==> config.mk <==
export PLATFORM = sky130hd
export DESIGN_NAME = sm3_msg_expand
export DESIGN_NICKNAME = d
export VERILOG_FILES = /design/src/rtl/sm3_msg_expand.sv
export SDC_FILE = /design/constraint.sdc
export NUM_CORES = 1
export LEC_CHECK = 0
export BUFFER_PORTS_ARGS = -buffer_cell sky130_fd_sc_hd__buf_2
export CAP_MARGIN = 10
export CORE_UTILIZATION = 49
export DETAILED_ROUTE_END_ITERATION = 10
export PLACE_DENSITY = 0.73
export SLEW_MARGIN = 20
export SYNTH_ARGS = -nofsm -noshare
export SYNTH_HDL_FRONTEND = slang
export SYNTH_SLANG_ARGS = --single-unit
export TNS_END_PERCENT = 30
==> constraint.sdc <==
create_clock -name clk -period 2.25 [get_ports clk]
set_clock_uncertainty 0.1 [all_clocks]
set_input_delay 0 -clock clk [delete_from_list [all_inputs] [get_ports clk]]
set_output_delay 0 -clock clk [all_outputs]
set_load 0.02 [all_outputs]
==> src/rtl/sm3_msg_expand.sv <==
module sm3_msg_expand #(
  parameter int NUM_OUT = 64
) (
  input  logic         clk,
  input  logic         rst_n,
  input  logic         in_valid,
  output logic         in_ready,
  input  logic [511:0] in_block,
  output logic         out_valid,
  input  logic         out_ready,
  output logic [31:0]  out_w,
  output logic [31:0]  out_wp,
  output logic         out_last
);
  localparam int NW = 16;
  localparam int CW = $clog2(NUM_OUT);

  logic [31:0]   win [NW];
  logic          busy;
  logic [CW-1:0] cnt;

  function automatic logic [31:0] rol(input logic [31:0] x, input int n);
    return (x << n) | (x >> (32 - n));
  endfunction

  wire [31:0] mix  = win[0] ^ win[7] ^ rol(win[13], 15);
  wire [31:0] p1   = mix ^ rol(mix, 15) ^ rol(mix, 23);
  wire [31:0] nxt  = p1 ^ rol(win[3], 7) ^ win[10];
  wire        take = in_valid && in_ready;
  wire        fire = out_valid && out_ready;

  assign in_ready  = !busy;
  assign out_valid = busy;
  assign out_w     = win[0];
  assign out_wp    = win[0] ^ win[4];
  assign out_last  = busy && (cnt == CW'(NUM_OUT - 1));

  always_ff @(posedge clk or negedge rst_n) begin
    if (!rst_n) begin
      busy <= 1'b0;
      cnt  <= '0;
      for (int k = 0; k < NW; k++) win[k] <= '0;
    end else if (take) begin
      busy <= 1'b1;
      cnt  <= '0;
      for (int k = 0; k < NW; k++)
        win[k] <= {in_block[32*k +: 8], in_block[32*k+8 +: 8],
                   in_block[32*k+16 +: 8], in_block[32*k+24 +: 8]};
    end else if (fire) begin
      cnt <= cnt + 1'b1;
      if (out_last) busy <= 1'b0;
      for (int k = 0; k < NW - 1; k++) win[k] <= win[k+1];
      win[NW-1] <= nxt;
    end
  end


  stall_hold_chk: assert property (@(posedge clk) disable iff (!rst_n)
    out_valid && !out_ready |=> out_valid && $stable(out_w) && $stable(out_wp));


  busy_block_chk: assert property (@(posedge clk) disable iff (!rst_n)
    in_ready |-> !out_valid);


  start_valid_chk: assert property (@(posedge clk) disable iff (!rst_n)
    in_valid && in_ready |=> out_valid && !out_last);


  last_end_chk: assert property (@(posedge clk) disable iff (!rst_n)
    out_valid && out_ready && out_last |=> !out_valid && in_ready);


  last_hold_chk: assert property (@(posedge clk) disable iff (!rst_n)
    out_valid && !out_ready && out_last |=> out_last);
endmodule

==> summary.md <==
| Metric | Value |
|---|---|
| Worst r2r src | out_w[20] |
| DPL Wire Length | 85.4 mm |
| Final GP Congestion | 1.01 |
| Drt wl/cell | 26.9 um |
| Sequential share of the synthesized area | 0.502 |
| Synthesized instance count | 3052 |
| Setup TNS Final | 0 ps |
| Placed Area | 29800 sq um |
| Clock-pin slew on the worst setup and hold paths | 60 ps |
| Req. time, crit path | 2640 ps |
| Setup violators final | 0 |
| Clock sink count | 519 |
| Initial antenna violation count | 9 |
| Asr flop ratio synth | 1.00 |
| Min cycle time layout | 2250 ps |
| Critical path class | reg -> reg |
| Seq pwr share | 0.401 |
| CTS max path bufs | 3 |
| Starting Density | 0.500 |
| Post-synthesis register bit count | 519 |
| Port Buffer Count | 582 |
| 1st-pass router iterations | 7 |
| Layout cells sized above 1 | 0.199 |
| Worst setup path start | out_w[20] |
| PD cells | 953 nW/um^2 |
| CP bufs+invs | 1 |
| Crit end category | flip-flop |
| Maximum vdd drop | 644 uV |
| Drt drc | 0 |
| Status | completed |
| H-tree levels | 2 |
| Synth unique cells | 40 |
| Final Hold Fails | 0 |
| Warnings, synthesis | 0 |
| Crit-path slowest cell | dlygate4sd3_1 |
| Net Count, Synth | 3569 |
| Design area | 37400 sq um |
| Slew Limit Fails | 0 |
| CP peak stage delay | 570 ps |
| Worst Path Arrival | 2640 ps |
| Filler cell count | 3671 |
| CP cell instances | xnor3_1, xnor2_1, xnor2_1, o221ai_1, dlygate4sd3_1 |
| Fin crit share | 1.00 |
| Maxcap violations | 0 |
| Final cell count without fillers | 4849 |
| Placed cells | 4170 |
| Core ar. | 51700 sq um |
| WHS | 98.7 ps |
| RSZ-0062 raised after global routing | true |
| I/O Pins | 583 |
| Met3 usage | 0.130 |
| Leakage power | 18.0 nW |
| Int Pwr | 22.8 mW |
| Die H | 232 um |
| Final #Nets | 4634 |
| FMAX | 445 MHz |
| Area delta synth->final | 44.7% |
| Met2 GRT Util | 0.727 |
| Commonest non-fill, non-tap cell in the layout | nand2_1 |
| Antenna viol nets, final | 0 |
| Hold path startpoint | in_block[397] |
| Cts bufs inserted | 56 |
| Vias/cell | 6.07 |
| Chip width | 232 um |
| Logic gate share of total power | 0.333 |
| Min-Delay Path Class | in -> reg |
| Sw frac | 0.359 |
| Root buf cell | clkbuf_16 |
| Worst-Skew Late Latency | 620 ps |
| CTS tree | done |
| Clk pwr share | 0.266 |
| Met1 usage | 0.575 |
| Top delay family on crit path | XOR/XNOR gates |
| Total GRT Usage | 0.481 |
| Most frequent CP cell | xnor2_1 |
| Via count | 29.4k |
| Vias in the first global route | 29.0k |
| WL final | 130 mm |
| CP max FO | 4 |
| Global-route wire length before repair | 186 mm |
| Top_reg_cell synth | dfrtp_1 |
| Syn Area/Cell | 8.48 sq um |
| Iter 0 DRT Violations | 4189 |
| # rows | 83 |
| Switching pwr | 12.8 mW |
| Post-synth EDFFs | 0 |
| Grt total ovfl | 0 |
| Die area | 53700 sq um |
| Largest net degree at the start of global routing | 82 |
| Post-Syn Area | 25900 sq um |
| Relative slew margins | 0.390 |
| GRT busiest layer | met2 |
| Most frequent cells in the layout | 980 x nand2_1, 581 x buf_2, 559 x dlygate4sd3_1, 517 x dfrtp_1, 503 x nor2_1 |
| Startpoint Class | flip-flop |
| Worst Max-Slew Pin Slew | 912 ps |
[flip-flops by register name, indices dropped and copies added, names as in the netlist]
signal / flops
cnt: 6
out_valid: 1
out_w: 32
win: 480
[timing repair]
action                                  CTS  global route
buffers inserted                          0             1
resized for setup                         0            25
setup endpoints to repair                 0            29
hold buffers                            567             0
endpoints found under the hold margin  1018             0
[path summary, 6_finish.rpt]
kind | to | slack, ps | cells past startpoint
hold / removal | win[117] | 100 | 4
max in group asynchronous | win[135] | 950 | 5
setup reg to reg | win[3] | 0.4 | 5
setup / recovery | win[3] | 0.4 | 5
hold reg to reg | cnt[5] | 410 | 1
min in group asynchronous | win[396] | 550 | 4
[power by group through the flow]
stage | Sequential, mW | Combinational (mW) | Clock, mW
CTS | 14.1 | 11.5 | 9.43
finish | 14.3 | 11.9 | 9.49
global placement | 14.2 | 10.3 | 0
floorplan | 12.8 | 7.30 | 0
global route | 14.3 | 12.6 | 9.79
detailed placement | 14.2 | 10.4 | 0
[per-layer routing]
metal  part of all wire  vias up  wire length, um
met2               0.44     2493            57400
li1                   -    12300                -
met5            0.00074        -               97
met3               0.12      721            15600
met4              0.097        8            12700
met1               0.34    13900            44500
[synth_stat cells, types with 22 or more instances]
cell	count	share of area
xor2_1	79	0.027
a211oi_1	23	0.0067
buf_2	80	0.015
a31oi_1	480	0.12
buf_4	32	0.0093
clkbuf_1	145	0.021
nor2b_1	22	0.0053
xnor3_1	25	0.022
xnor2_1	74	0.025
dfrtp_1	519	0.50
nand2_1	981	0.14
nor2_1	506	0.073
[worst min-delay path: stages]
cell           delay (ps)
dlygate4sd3_1         510
buf_2                  90
nor2_1                 40
a31oi_1               120
[cells by family (layout without fill, tap and decap cells)]
kind of cell / Yosys count / count (layout) / synth area share
DFF: 519 / 519 / 0.502
adders and majority gates: 1 / 1 / 0.000483
other: 0 / 9 / 0
xor gates and xnor gates: 194 / 194 / 0.0856
AOI/OAI and AO/OA: 543 / 543 / 0.137
muxes: 1 / 1 / 0.000387
and+or+nand+nor: 1526 / 1526 / 0.225
buffers and inverters: 268 / 1376 / 0.0495
[metrics by stage]
| stage | power, mW | util | worst slack, ps |
|---|---|---|---|
| final | 35.7 | 0.724 | 0.354 |
| after global routing | 36.7 | 0.724 | -106 |
| after CTS | 34.9 | 0.721 | 25.2 |
| after detailed placement | 24.6 | 0.576 | 124 |
| after global placement | 24.5 | 0.576 | 88.3 |
| after floorplan | 20.1 | - | 491 |
[final cells by class]
class                           instances  area, sq um  area share
Sequential cell                       519        13000       0.347
Multi-Input combinational cell       2265        11600       0.311
Timing Repair Buffer                 1274        10100       0.270
Clock buffer                           84         1610      0.0429
Tap cell                              680          851      0.0227
Clock inverter                         17          213     0.00568
Antenna cell                            9         22.5    0.000602
Inverter                                1         3.75    0.000100
Note: power is estimated with default switching activity, not from simulation.
